==> config.mk <==
export PLATFORM = sky130hd
export DESIGN_NAME = pwr_guard
export DESIGN_NICKNAME = d
export VERILOG_FILES = /design/src/rtl/pwr_guard_pkg.sv /design/src/rtl/pg_sync.sv /design/src/rtl/pg_filter.sv /design/src/rtl/pg_fsm.sv /design/src/rtl/pwr_guard.sv
export SDC_FILE = /design/constraint.sdc
export NUM_CORES = 1
export LEC_CHECK = 0
export ABC_CLOCK_PERIOD_IN_PS = 1900
export CORE_MARGIN = 2
export CORE_UTILIZATION = 50
export CTS_CLUSTER_SIZE = 24
export DETAILED_ROUTE_END_ITERATION = 7
export PLACE_DENSITY = 0.73
export SLEW_MARGIN = 0
export SYNTH_ARGS = -nofsm -noshare
export SYNTH_HDL_FRONTEND = slang
export SYNTH_SLANG_ARGS = --single-unit
==> constraint.sdc <==
create_clock -name clk_i -period 1.9 [get_ports clk_i]
set_input_delay 0.38 -clock clk_i [delete_from_list [all_inputs] [get_ports clk_i]]
set_output_delay 0.38 -clock clk_i [all_outputs]
set_load 0.005 [all_outputs]
==> src/rtl/pwr_guard_pkg.sv <==
package pwr_guard_pkg;
  typedef enum logic [1:0] {
    ST_NORMAL     = 2'd0,
    ST_PROTECTED  = 2'd1,
    ST_RECOVERING = 2'd2
  } guard_state_e;
endpackage

==> src/rtl/pg_sync.sv <==
module pg_sync #(
  parameter int unsigned WIDTH  = 2,
  parameter int unsigned STAGES = 2
) (
  input  logic             clk_i,
  input  logic             rst_ni,
  input  logic [WIDTH-1:0] d_i,
  output logic [WIDTH-1:0] q_o
);
  logic [STAGES-1:0][WIDTH-1:0] stg_q;

  always_ff @(posedge clk_i or negedge rst_ni) begin
    if (!rst_ni) begin
      stg_q <= '0;
    end else begin
      for (int i = STAGES - 1; i > 0; i--) stg_q[i] <= stg_q[i-1];
      stg_q[0] <= d_i;
    end
  end

  assign q_o = stg_q[STAGES-1];
endmodule

==> src/rtl/pg_filter.sv <==
module pg_filter #(
  parameter int unsigned HOLD = 4
) (
  input  logic clk_i,
  input  logic rst_ni,
  input  logic in_i,
  output logic fail_o
);
  localparam int unsigned CW = $clog2(HOLD + 1);

  logic [CW-1:0] cnt_q;

  always_ff @(posedge clk_i or negedge rst_ni) begin
    if (!rst_ni)                 cnt_q <= '0;
    else if (!in_i)              cnt_q <= '0;
    else if (cnt_q != CW'(HOLD)) cnt_q <= cnt_q + 1'b1;
  end

  assign fail_o = (cnt_q == CW'(HOLD));

  AST_FILT_NEEDS_INPUT: assert property (@(posedge clk_i) disable iff (!rst_ni)
    fail_o |-> $past(in_i));
endmodule

==> src/rtl/pg_fsm.sv <==
module pg_fsm
  import pwr_guard_pkg::*;
#(
  parameter int unsigned REC_CYC = 4_000_000
) (
  input  logic         clk_i,
  input  logic         rst_ni,
  input  logic         trip_i,
  output guard_state_e state_o
);
  localparam int unsigned TW   = (REC_CYC > 1) ? $clog2(REC_CYC) : 1;
  localparam logic [TW-1:0] LAST = TW'(REC_CYC - 1);

  guard_state_e state_q, state_d;
  logic [TW-1:0] tmr_q, tmr_d;

  always_comb begin
    state_d = state_q;
    tmr_d   = tmr_q;
    unique case (state_q)
      ST_NORMAL: begin
        tmr_d = '0;
        if (trip_i) state_d = ST_PROTECTED;
      end
      ST_PROTECTED: begin
        tmr_d = '0;
        if (!trip_i) state_d = ST_RECOVERING;
      end
      ST_RECOVERING: begin
        if (trip_i) begin
          state_d = ST_PROTECTED;
          tmr_d   = '0;
        end else if (tmr_q == LAST) begin
          state_d = ST_NORMAL;
          tmr_d   = '0;
        end else begin
          tmr_d = tmr_q + 1'b1;
        end
      end
      default: begin
        state_d = ST_PROTECTED;
        tmr_d   = '0;
      end
    endcase
  end

  always_ff @(posedge clk_i or negedge rst_ni) begin
    if (!rst_ni) begin
      state_q <= ST_PROTECTED;
      tmr_q   <= '0;
    end else begin
      state_q <= state_d;
      tmr_q   <= tmr_d;
    end
  end

  assign state_o = state_q;

  AST_NORMAL_FROM_REC: assert property (@(posedge clk_i) disable iff (!rst_ni)
    (state_q == ST_NORMAL && $past(state_q) != ST_NORMAL) |-> $past(state_q) == ST_RECOVERING);
  AST_TRIP_LEAVES_REC: assert property (@(posedge clk_i) disable iff (!rst_ni)
    (state_q == ST_RECOVERING && trip_i) |=> state_q == ST_PROTECTED);
endmodule

==> src/rtl/pwr_guard.sv <==
module pwr_guard
  import pwr_guard_pkg::*;
#(
  parameter int unsigned CLK_HZ      = 50_000_000,
  parameter int unsigned RECOVER_US  = 80_000,
  parameter int unsigned FILT_CYC    = 4,
  parameter int unsigned SYNC_STAGES = 2
) (
  input  logic clk_i,
  input  logic rst_ni,
  input  logic pfail_i,
  input  logic swover_i,
  input  logic ce_req_i,
  input  logic we_req_i,
  input  logic oe_req_i,
  output logic mem_ce_no,
  output logic mem_we_no,
  output logic mem_oe_no,
  output logic ready_o,
  output logic protected_o,
  output logic abort_o
);
  localparam int unsigned REC_CYC = (CLK_HZ / 1_000_000) * RECOVER_US;
  localparam int unsigned LAT     = SYNC_STAGES + FILT_CYC;
  localparam int unsigned LW      = $clog2(LAT + 1);

  logic [1:0]   flags_s;
  logic         pf_s, sw_s, pf_filt, trip, allow;
  guard_state_e gst;

  pg_sync #(.WIDTH(2), .STAGES(SYNC_STAGES)) u_sync (
    .clk_i (clk_i),
    .rst_ni(rst_ni),
    .d_i   ({swover_i, pfail_i}),
    .q_o   (flags_s)
  );

  assign pf_s = flags_s[0];
  assign sw_s = flags_s[1];

  pg_filter #(.HOLD(FILT_CYC)) u_filter (
    .clk_i (clk_i),
    .rst_ni(rst_ni),
    .in_i  (pf_s),
    .fail_o(pf_filt)
  );

  // switchover is a deeper fault: no filtering
  assign trip = pf_filt | sw_s;

  pg_fsm #(.REC_CYC(REC_CYC)) u_fsm (
    .clk_i  (clk_i),
    .rst_ni (rst_ni),
    .trip_i (trip),
    .state_o(gst)
  );

  // gate in the trip cycle itself, ahead of the state register
  assign allow       = (gst == ST_NORMAL) & ~trip;
  assign mem_ce_no   = ~(ce_req_i & allow);
  assign mem_we_no   = ~(ce_req_i & we_req_i & allow);
  assign mem_oe_no   = ~(ce_req_i & oe_req_i & allow);
  assign ready_o     = allow;
  assign protected_o = trip | (gst == ST_PROTECTED);
  assign abort_o     = (gst == ST_NORMAL) & trip & ce_req_i;

  // raw-flag run length, used only to bound protection latency
  logic [LW-1:0] raw_run_q;
  always_ff @(posedge clk_i or negedge rst_ni) begin
    if (!rst_ni)                    raw_run_q <= '0;
    else if (!pfail_i)              raw_run_q <= '0;
    else if (raw_run_q != LW'(LAT)) raw_run_q <= raw_run_q + 1'b1;
  end

  AST_WE_BLOCKED: assert property (@(posedge clk_i) disable iff (!rst_ni)
    trip |-> mem_we_no);
  AST_STROBES_IDLE: assert property (@(posedge clk_i) disable iff (!rst_ni)
    (gst != ST_NORMAL) |-> (mem_ce_no && mem_oe_no && mem_we_no));
  AST_WP_LATENCY: assert property (@(posedge clk_i) disable iff (!rst_ni)
    (raw_run_q == LW'(LAT)) |-> protected_o);
  AST_READY_EXCL: assert property (@(posedge clk_i) disable iff (!rst_ni)
    ready_o |-> (!protected_o && gst == ST_NORMAL));
  AST_ABORT_ONE: assert property (@(posedge clk_i) disable iff (!rst_ni)
    abort_o |=> !abort_o);
  AST_SW_BYPASS: assert property (@(posedge clk_i) disable iff (!rst_ni)
    sw_s |-> (protected_o && !ready_o));
endmodule

After elaboration in Yosys (flattened, before gate mapping):

Index checks and enable logic that the tools add are counted.

* register bits: 31
* input port bits: 7
* output and inout port bits: 6
* logic and storage cells: 42

* add/subtract/negate cells: 2
* eq/ne operators: 9
* mux-type cells: 10
* bitwise logic cells: 14
* reductions and logical operators: 2

Operators by type and width (number)
* $mux 22: 3
* $add 22x1->22 const B: 1
* $eq 22x22->1 const B: 1
* $and 1x1->1: 8
* $mux 2: 4
* $mux 3: 2
* $pmux 2 s3: 1
* $ne 2x2->1 const B: 2
* $not 1->1: 4
* $add 3x1->3 const B: 1
* $eq 3x3->1 const B: 1
* $ne 3x2->1 const B: 1
* $ne 3x3->1 const B: 1
* $reduce_and 3->1: 1
* $eq 2x1->1 const B: 1
* $eq 2x2->1 const B: 1
* $logic_not 2->1: 1
* $ne 2x1->1 const B: 1
* $or 1x1->1: 2

Logic depth before layout (Yosys ltp):

Gate-level depths: netlist of the first run.

* depth in word-level cells: 6
* gate-level depth with buffers: 7

Modules after synthesis:

From an unflattened synthesis of the first run, not the netlist that was laid out.

* cell total of the unflattened synthesis: 158
* area, all modules: 1537.7 µm²

Modules (own cells, without submodules)
* pg_fsm: instances 1, cells each 126, area each 1191.1 µm², seq. area each 601.8 µm²
* pg_filter: instances 1, cells each 17, area each 171.4 µm², seq. area each 75.1 µm²
* pg_sync: instances 1, cells each 6, area each 115.1 µm², seq. area each 100.1 µm²
* pwr_guard: instances 1, cells each 9, area each 60.1 µm², seq. area each 0.0 µm²

Worst setup path after synthesis of the first run:

No wires, ideal clock.

* kind: reg-to-reg
* from: register u_fsm.tmr_q[0]
* to: register u_fsm.tmr_q[20]
* data arrival time: 1.781 ns
* required time: 1.827 ns
* slack: 0.046 ns
* stages on the path, launching flop included: 7
* path buffers: 1
* clock period less this slack: 1.854 ns
* path through: dfrtp_1 > ha_1 > nand2_1 > or3_1 > buf_2 > or4_4 > a21oi_2

* word-level cells in the longest chain between the ends: 4

RTL lines
* from (decl): line pg_fsm.sv:15 `logic [TW-1:0] tmr_q, tmr_d;`
* from (signal assigned): line pg_fsm.sv:53 `tmr_q <= tmr_d;`
* $add 22x1->22 or $eq 22x22->1 (tied branches): line pg_fsm.sv:37, pg_fsm.sv:33
* $mux 22 *: line pg_fsm.sv:33 `end else if (tmr_q == LAST) begin`
* $mux 22 *: line pg_fsm.sv:30 `if (trip_i) begin`
* $mux 22 *: line pg_fsm.sv:20 `unique case (state_q)`
* named net u_fsm.tmr_d[20]: line pg_fsm.sv:15

The timed path passes the listed nets; every way through them passes the cells marked *.
A chain may end at the register's enable or synchronous reset.

Worst setup path in the final report of the first run:

* from: register u_filter.cnt_q[0]
* to: output mem_oe_no

* word-level cells in the longest chain between the ends: 6

RTL lines
* from (decl): line pg_filter.sv:11 `logic [CW-1:0] cnt_q;`
* from (signal assigned): line pg_filter.sv:16 `else if (cnt_q != CW'(HOLD)) cnt_q <= cnt_q + 1'b1;`
* $eq 3x3->1: line pg_filter.sv:19 `assign fail_o = (cnt_q == CW'(HOLD));`
* $or 1x1->1: line pwr_guard.sv:49 `assign trip = pf_filt | sw_s;`
* $not 1->1: line pwr_guard.sv:59 `assign allow = (gst == ST_NORMAL) & ~trip;`
* $and 1x1->1: line pwr_guard.sv:59
* $and 1x1->1: line pwr_guard.sv:62 `assign mem_oe_no = ~(ce_req_i & oe_req_i & allow);`
* $not 1->1: line pwr_guard.sv:62
* to (decl): line pwr_guard.sv:18 `output logic mem_oe_no,`

Every way passes these cells.

==> Flow_metrics.wiki, run 1 <==
{| class="wikitable"
! Metric !! Value
|-
| Max Clock Skew || 0.00639 ns
|-
| TritonCTS clock tree || built
|-
| Leakage power figure || 0.803 nW
|-
| Pin slew with the least headroom to its limit || 0.388 ns
|-
| Total die area || 3470 um^2
|-
| Core region area || 2810 um^2
|-
| Slew Limit Fails || 0
|-
| Cell count after synthesis || 154
|-
| Clock-pin slew reported for the worst setup and hold paths after clock tree synthesis || 0.09 ns
|-
| Initial cell density of the core || 0.537
|-
| TritonCTS Buffers || 5
|-
| Count of port buffers added during placement || 12
|-
| Cell total after placement || 204
|-
| Remaining global-route overflow || 0
|-
| Total of fill cells in the finished design || 215
|-
| Max Cap Viol || 0
|-
| Headroom to the max-slew limit || 0.741
|-
| Pin count of the biggest net entering global routing || 32
|-
| Vertical die dimension || 58.9 um
|-
| Startpoint class of the critical path || flop
|-
| DR pass1 iterations || 6
|-
| Worst Hold Depth || 0
|-
| Worst Reg2Reg Path Length in Cells || 4
|-
| Sink count of the clock tree || 31
|-
| Pwr Density || 683 nW/um^2
|-
| Max Root-Sink Buffers || 2
|-
| Top Ports || 13
|-
| GP Congestion || 0.781
|-
| Number of synthesized register bits || 31
|-
| Sum of routed wire length over all layers || 3330 um
|-
| Synth Net Count || 164
|-
| Violation count after the first detailed-routing iteration || 42
|-
| Number of nets in the final layout || 200
|-
| Number of warnings reported in the yosys synthesis log || 0
|-
| Routed WL per cell || 15.0 um
|-
| Summed instance area of the synthesized netlist || 1510 um^2
|-
| Critical Path End Type || output port
|-
| Rows || 19
|-
| DRC violations left || 2
|-
| WS Path Type || flop to output port
|-
| Final non-filler cell total || 222
|-
| Data required time at the worst endpoint || 1.52 ns
|-
| CTS HTree Levels || 2
|-
| Period minus WS final || 1.87 ns
|-
| Global-route wire length before repair || 5760 um
|-
| Die boundary width || 58.9 um
|-
| Final Hold Viols || 0
|-
| Peak Freq || 535 MHz
|-
| Half-perimeter wire length of the detailed placement result || 2080 um
|-
| Avg Inst Size Synth || 9.79 um^2
|-
| Series of cell instances along the critical path || inv_2 > ha_4 > nand2_4 > nand2b_4 > nor2_4 > buf_6 > nand2_4 > buf_6
|-
| Slowest cell on the critical path || sky130_fd_sc_hd__dfrtp_1
|-
| Final period util || 0.983
|-
| Diodes inserted || 0
|-
| Register area share after synthesis || 0.515
|-
| Failing checks || design-rule violations
|-
| Unrepaired setup endpoints after global routing || true
|-
| Worst VDD drop || 0.503 mV
|-
| Number of antenna-violating nets in the routed design || 0
|-
| Path type of the worst min-delay path || flop to flop
|-
| Flip-flop and latch area || 777 um^2
|-
| Via count normalized by instance count || 5.82
|-
| Cell at the root of the clock tree || sky130_fd_sc_hd__clkbuf_4
|-
| Fraction of final layout cells with drive strength greater than 1 || 0.288
|-
| Setup violators final || 0
|-
| Number of unique standard cell types used by synthesis || 33
|-
| Status || complete, but fails checks
|-
| Number of antenna violations at the first check in global routing || 0
|-
| Critical-path maximum fanout || 3
|-
| Worst path max stage delay || 0.38 ns
|-
| Final core utilization || 0.693
|-
| Routed via count || 1293
|-
| Signal arrival time at the worst endpoint || 1.49 ns
|-
| Area overhead of the layout relative to synthesis || 28.9%
|-
| Tot GR Track Use || 0.224
|-
| Area taken by multi-input logic gates || 742 um^2
|-
| Vias in the first global route || 1367
|-
| Clk_lat worst skew || 0.33 ns
|}
==> flip-flops by register name (all words and copies together), names as in the netlist <==
name and flops:
u_fsm.tmr_q 22, u_filter.cnt_q 3, u_fsm.state_o 2, u_sync.q_o 2, u_sync.stg_q 2
==> worst max-delay path, delay by kind of cell (launching register included) <==
family | cells | cell delay (ns)
adders and majority gates | 1 | 0.18
buffers and inverters | 3 | 0.29
DFF | 1 | 0.38
and+or+nand+nor | 4 | 0.31
==> cells by family after synthesis <==
group	after synthesis	share of synthesized area
XOR/XNOR	12	0.0697
flip-flops	31	0.515
buffers and inverters	13	0.0390
AND/OR/NAND/NOR	71	0.255
adder cells (fa/ha/maj)	3	0.0249
AO/OA/AOI/OAI	24	0.0963
==> power breakdown <==
part / internal, mW / switching [mW] / leakage, nW
logic: 0.0981 / 0.0912 / 0.347
clock network: 0.218 / 0.218 / 0.0386
registers: 0.681 / 0.0222 / 0.417
total: 0.997 / 0.331 / 0.803
==> worst paths after layout <==
kind	from	end	slack, ns
max	u_filter.cnt_q[0]$_DFFE_PN0P_	mem_oe_no	0.03
min	u_sync.stg_q[1]$_DFF_PN0_	u_sync.q_o[1]$_DFF_PN0_	0.35
max reg2reg	u_fsm.tmr_q[2]$_DFF_PN0_	u_fsm.tmr_q[21]$_DFF_PN0_	0.12
min reg2reg	u_sync.stg_q[1]$_DFF_PN0_	u_sync.q_o[1]$_DFF_PN0_	0.35
max in group asynchronous	rst_ni	u_fsm.state_o[0]$_DFFE_PN1P_	1.14
min in group asynchronous	rst_ni	u_filter.cnt_q[2]$_DFFE_PN0P_	0.44
==> synth_stat cells (all sizes together) <==
cell type | count | share of area
or4 | 5 | 0.030
o31ai | 4 | 0.020
nand3 | 9 | 0.033
dfrtp | 30 | 0.50
nor2 | 16 | 0.040
xnor2 | 10 | 0.058
nor4b | 2 | 0.012
clkbuf | 2 | 0.0050
buf | 3 | 0.014
inv | 8 | 0.020
o21ai | 7 | 0.023
a31oi | 1 | 0.0042
nor4 | 4 | 0.017
nand2b | 2 | 0.0083
xor2 | 2 | 0.012
and2 | 1 | 0.0042
a31o | 1 | 0.0058
dfstp | 1 | 0.017
ha | 3 | 0.025
nand2 | 17 | 0.042
a21oi | 10 | 0.038
or3 | 7 | 0.030
and4 | 2 | 0.012
nand3b | 1 | 0.0050
a21boi | 1 | 0.0050
nor3 | 4 | 0.013
nand4 | 1 | 0.0083
==> timing repair <==
item | in CTS | in global routing
resized for setup | 21 | 15
pin swaps | 2 | 4
setup buffers | 6 | 4
cloned | 0 | 0
setup endpoints to repair | 6 | 25
hold buffers | 0 | 0
==> per-stage QoR <==
step | setup WS, ns | total power [mW] | instance area (um^2) | hold slack [ns] | setup TNS (ns)
after floorplan | 0.0462 | 0.766 | 1510 | 0.0844 | 0
after global placement | -0.0235 | 0.825 | 1740 | 0.336 | -0.0535
after detailed placement | -0.0747 | 0.834 | 1740 | 0.336 | -0.199
after CTS | -0.0424 | 1.31 | 1870 | 0.351 | -0.0424
after global routing | -0.0403 | 1.39 | 1940 | 0.363 | -0.123
final | 0.0323 | 1.33 | 1940 | 0.355 | 0
==> layer usage <==
| layer | global-route usage | vias up | share of wire |
|---|---|---|---|
| met1 | 0.265 | 643 | 0.44 |
| met2 | 0.368 | 29 | 0.49 |
| li1 | - | 610 | - |
| met5 | 0 | - | 0 |
| met3 | 0.0703 | 11 | 0.040 |
| met4 | 0.110 | 0 | 0.030 |
==> placed cells by master, fill, tap and decap left out, types with 2 or more instances in the layout <==
cell / instances
sky130_fd_sc_hd__dfrtp_1: 30
sky130_fd_sc_hd__buf_4: 20
sky130_fd_sc_hd__nand2_1: 15
sky130_fd_sc_hd__nor2_1: 15
sky130_fd_sc_hd__xnor2_1: 10
sky130_fd_sc_hd__nand3_1: 8
sky130_fd_sc_hd__o21ai_0: 7
sky130_fd_sc_hd__a21oi_1: 7
sky130_fd_sc_hd__clkdlybuf4s50_1: 6
sky130_fd_sc_hd__or3_1: 5
sky130_fd_sc_hd__inv_1: 5
sky130_fd_sc_hd__clkbuf_4: 5
sky130_fd_sc_hd__o31ai_1: 4
sky130_fd_sc_hd__nor3_1: 3
sky130_fd_sc_hd__or4_1: 3
sky130_fd_sc_hd__nor4_1: 3
sky130_fd_sc_hd__inv_2: 3
sky130_fd_sc_hd__or4_4: 2
sky130_fd_sc_hd__nor4b_1: 2
sky130_fd_sc_hd__a21oi_2: 2
sky130_fd_sc_hd__xor2_1: 2
sky130_fd_sc_hd__nand2_4: 2
sky130_fd_sc_hd__ha_1: 2
sky130_fd_sc_hd__clkbuf_8: 2
sky130_fd_sc_hd__clkbuf_2: 2
sky130_fd_sc_hd__buf_6: 2
==> cell type report <==
type / count / share of cell area
inverter: 8 / 0.0155
clock buffer: 8 / 0.0354
sequential: 31 / 0.400
timing repair buffer: 34 / 0.147
tap: 31 / 0.0200
multi-input combinational: 110 / 0.382
Note: power is estimated with default switching activity, not from simulation.
==> inputs of run 2 (changes only) <==
Settings changed: SLEW_MARGIN 0 to 30.
==> results of run 2 <==
The final DEF is identical to that of run 1; final timing and power are the same.
==> inputs of run 3 (changes only) <==
Settings changed: CORE_UTILIZATION 50 to 48, PLACE_DENSITY 0.73 to 0.71.
==> Flow_metrics.wiki, run 3 (synthesized netlist as in run 1, its figures left out) <==
{| class="wikitable"
! Metric !! Value
|-
| Signal arrival time at the worst endpoint || 1.46 ns
|-
| Violation count after the first detailed-routing iteration || 32
|-
| Max Clock Skew || 0.0200 ns
|-
| Diodes inserted || 0
|-
| Total die area || 3610 um^2
|-
| Setup violators final || 0
|-
| Period minus WS final || 1.84 ns
|-
| Max reg flops || 22
|-
| Series of cell instances along the critical path || inv_2 > ha_4 > nand2_4 > nand2b_4 > nor2_4 > buf_4 > nand2_1 > buf_2
|-
| Number of nets in the final layout || 198
|-
| Worst setup slack for register-to-register paths || 0.06 ns
|-
| Peak Freq || 542 MHz
|-
| Regs by FF count || u_fsm.tmr_q x22, u_filter.cnt_q x3
|-
| Data required time at the worst endpoint || 1.52 ns
|-
| Vertical die dimension || 60.0 um
|-
| Rows || 20
|-
| Pin count of the biggest net entering global routing || 20
|-
| Half-perimeter wire length of the detailed placement result || 2130 um
|-
| Vias in the first global route || 1252
|-
| Final non-filler cell total || 233
|-
| Leakage power figure || 0.771 nW
|-
| Worst path max stage delay || 0.40 ns
|-
| Number of antenna violations at the first check in global routing || 0
|-
| Fraction of final layout cells with drive strength greater than 1 || 0.280
|-
| Startpoint class of the critical path || flop
|-
| Worst Reg2Reg Path Length in Cells || 5
|-
| Sum of routed wire length over all layers || 3200 um
|-
| Total of fill cells in the finished design || 241
|-
| DR pass1 iterations || 4
|-
| Path type of the worst min-delay path || input port to asynchronous set/reset pin
|-
| Routed via count || 1248
|-
| Capture instance of the worst register-to-register path || u_fsm.tmr_q[3]$_DFF_PN0_
|-
| Core region area || 3030 um^2
|-
| Slew Limit Fails || 0
|-
| Commonest non-fill, non-tap cells in the layout || sky130_fd_sc_hd__dfrtp_1 (29), sky130_fd_sc_hd__buf_4 (19), sky130_fd_sc_hd__nand2_1 (16)
|-
| Via count normalized by instance count || 5.36
|-
| CTS HTree Levels || 2
|-
| Slowest cell on the critical path || sky130_fd_sc_hd__dfrtp_1
|-
| Pwr Density || 665 nW/um^2
|-
| Startpoint of the worst-slack reg-to-reg timing path || u_fsm.tmr_q[17]$_DFF_PN0_
|-
| Final Hold Viols || 0
|-
| Count of port buffers added during placement || 12
|-
| Critical-path maximum fanout || 3
|-
| Worst hold margin || 0.358 ns
|-
| Total power consumption of the routed design || 1.28 mW
|-
| GP Congestion || 0.779
|-
| Cell total after placement || 216
|-
| TritonCTS Buffers || 5
|-
| Setup Slack @ Placement || -0.0486 ns
|-
| Die boundary width || 60.0 um
|-
| Top Ports || 13
|-
| Tot GR Track Use || 0.203
|-
| Clk_lat worst skew || 0.34 ns
|-
| Register with the highest flop count || u_fsm.tmr_q
|-
| Status || finished clean
|-
| Global-route wire length before repair || 5350 um
|-
| Worst VDD drop || 0.389 mV
|-
| Clock-pin slew reported for the worst setup and hold paths after clock tree synthesis || 0.10 ns
|-
| Sink count of the clock tree || 31
|-
| Cell at the root of the clock tree || sky130_fd_sc_hd__clkbuf_4
|-
| DRC violations left || 0
|-
| Number of antenna-violating nets in the routed design || 0
|-
| Headroom to the max-slew limit || 0.729
|-
| Remaining global-route overflow || 0
|-
| Max Cap Viol || 0
|-
| Setup ws final || 0.0552 ns
|-
| Pin slew with the least headroom to its limit || 0.403 ns
|-
| CTS Hold Bufs || 0
|-
| Final period util || 0.971
|-
| Commonest non-fill, non-tap cell in the layout || sky130_fd_sc_hd__dfrtp_1
|-
| Max Root-Sink Buffers || 2
|-
| TritonCTS clock tree || built
|-
| Routed WL per cell || 13.7 um
|-
| Initial cell density of the core || 0.498
|-
| Area overhead of the layout relative to synthesis || 28.0%
|-
| WS Path Type || flop to output port
|-
| Critical Path End Type || output port
|}
[run 3: cell types whose count changed in the layout (fill, tap and decap cells not counted), moves of 2 or more]
cell,previous run,this run
sky130_fd_sc_hd__buf_6,2,0
sky130_fd_sc_hd__buf_2,1,3
sky130_fd_sc_hd__clkbuf_2,2,0
sky130_fd_sc_hd__dlygate4sd2_1,1,3
[run 3: final cells by class]
| cell class | count | area (um^2) | area share |
|---|---|---|---|
| flip-flops and latches | 31 | 778 | 0.403 |
| multi-input cells | 110 | 742 | 0.385 |
| repair buffers | 32 | 264 | 0.137 |
| clock buffers | 7 | 55.1 | 0.0285 |
| well taps | 44 | 55.1 | 0.0285 |
| inverters | 8 | 30.0 | 0.0156 |
| clock inverters | 1 | 5.00 | 0.00259 |
[run 3: per-stage QoR]
step           area, um^2  TNS (ns)  utilization
6_report             1930         0        0.637
5_1_grt              1930   -0.0470        0.637
4_1_cts              1870   -0.0442        0.617
3_5_place_dp         1750    -0.124        0.578
3_3_place_gp         1750   -0.0236        0.578
2_1_floorplan        1510         0            -
[run 3: metal layers]
metal | global-route usage | share of wire
met3 | 0.0649 | 0.037
met4 | 0.0857 | 0.011
met2 | 0.343 | 0.50
met5 | 0 | 0
met1 | 0.237 | 0.45
[run 3: worst max-delay path by stage]
stage | start | end | cells past startpoint
5_1_grt | u_filter.cnt_q[0]$_DFFE_PN0P_ | mem_we_no | 8
6_report | u_filter.cnt_q[0]$_DFFE_PN0P_ | mem_oe_no | 8
4_1_cts | u_filter.cnt_q[0]$_DFFE_PN0P_ | mem_oe_no | 8
3_5_place_dp | ce_req_i | mem_oe_no | 5
2_1_floorplan | u_fsm.tmr_q[0]$_DFF_PN0_ | u_fsm.tmr_q[20]$_DFF_PN0_ | 6
3_3_place_gp | ce_req_i | mem_we_no | 5
[run 3: power breakdown]
part	internal [mW]	leakage, nW	switching (mW)	total, mW
logic	0.0992	0.320	0.0878	0.187
registers	0.682	0.415	0.0179	0.700
clock network	0.179	0.0353	0.217	0.396
total	0.960	0.771	0.323	1.28
[run 3: critical path, delay by kind of cell, from the launching register on]
family                   cells  cell delay (ns)
adder cells (fa/ha/maj)      1             0.17
buffers and inverters        3             0.33
flip-flops                   1             0.40
AND/OR/NAND/NOR              4             0.23
[run 3: timing repair]
item,CTS,global route
endpoints found under the setup margin,6,16
setup buffers,6,3
gates resized for setup,21,11
pin swaps,2,1
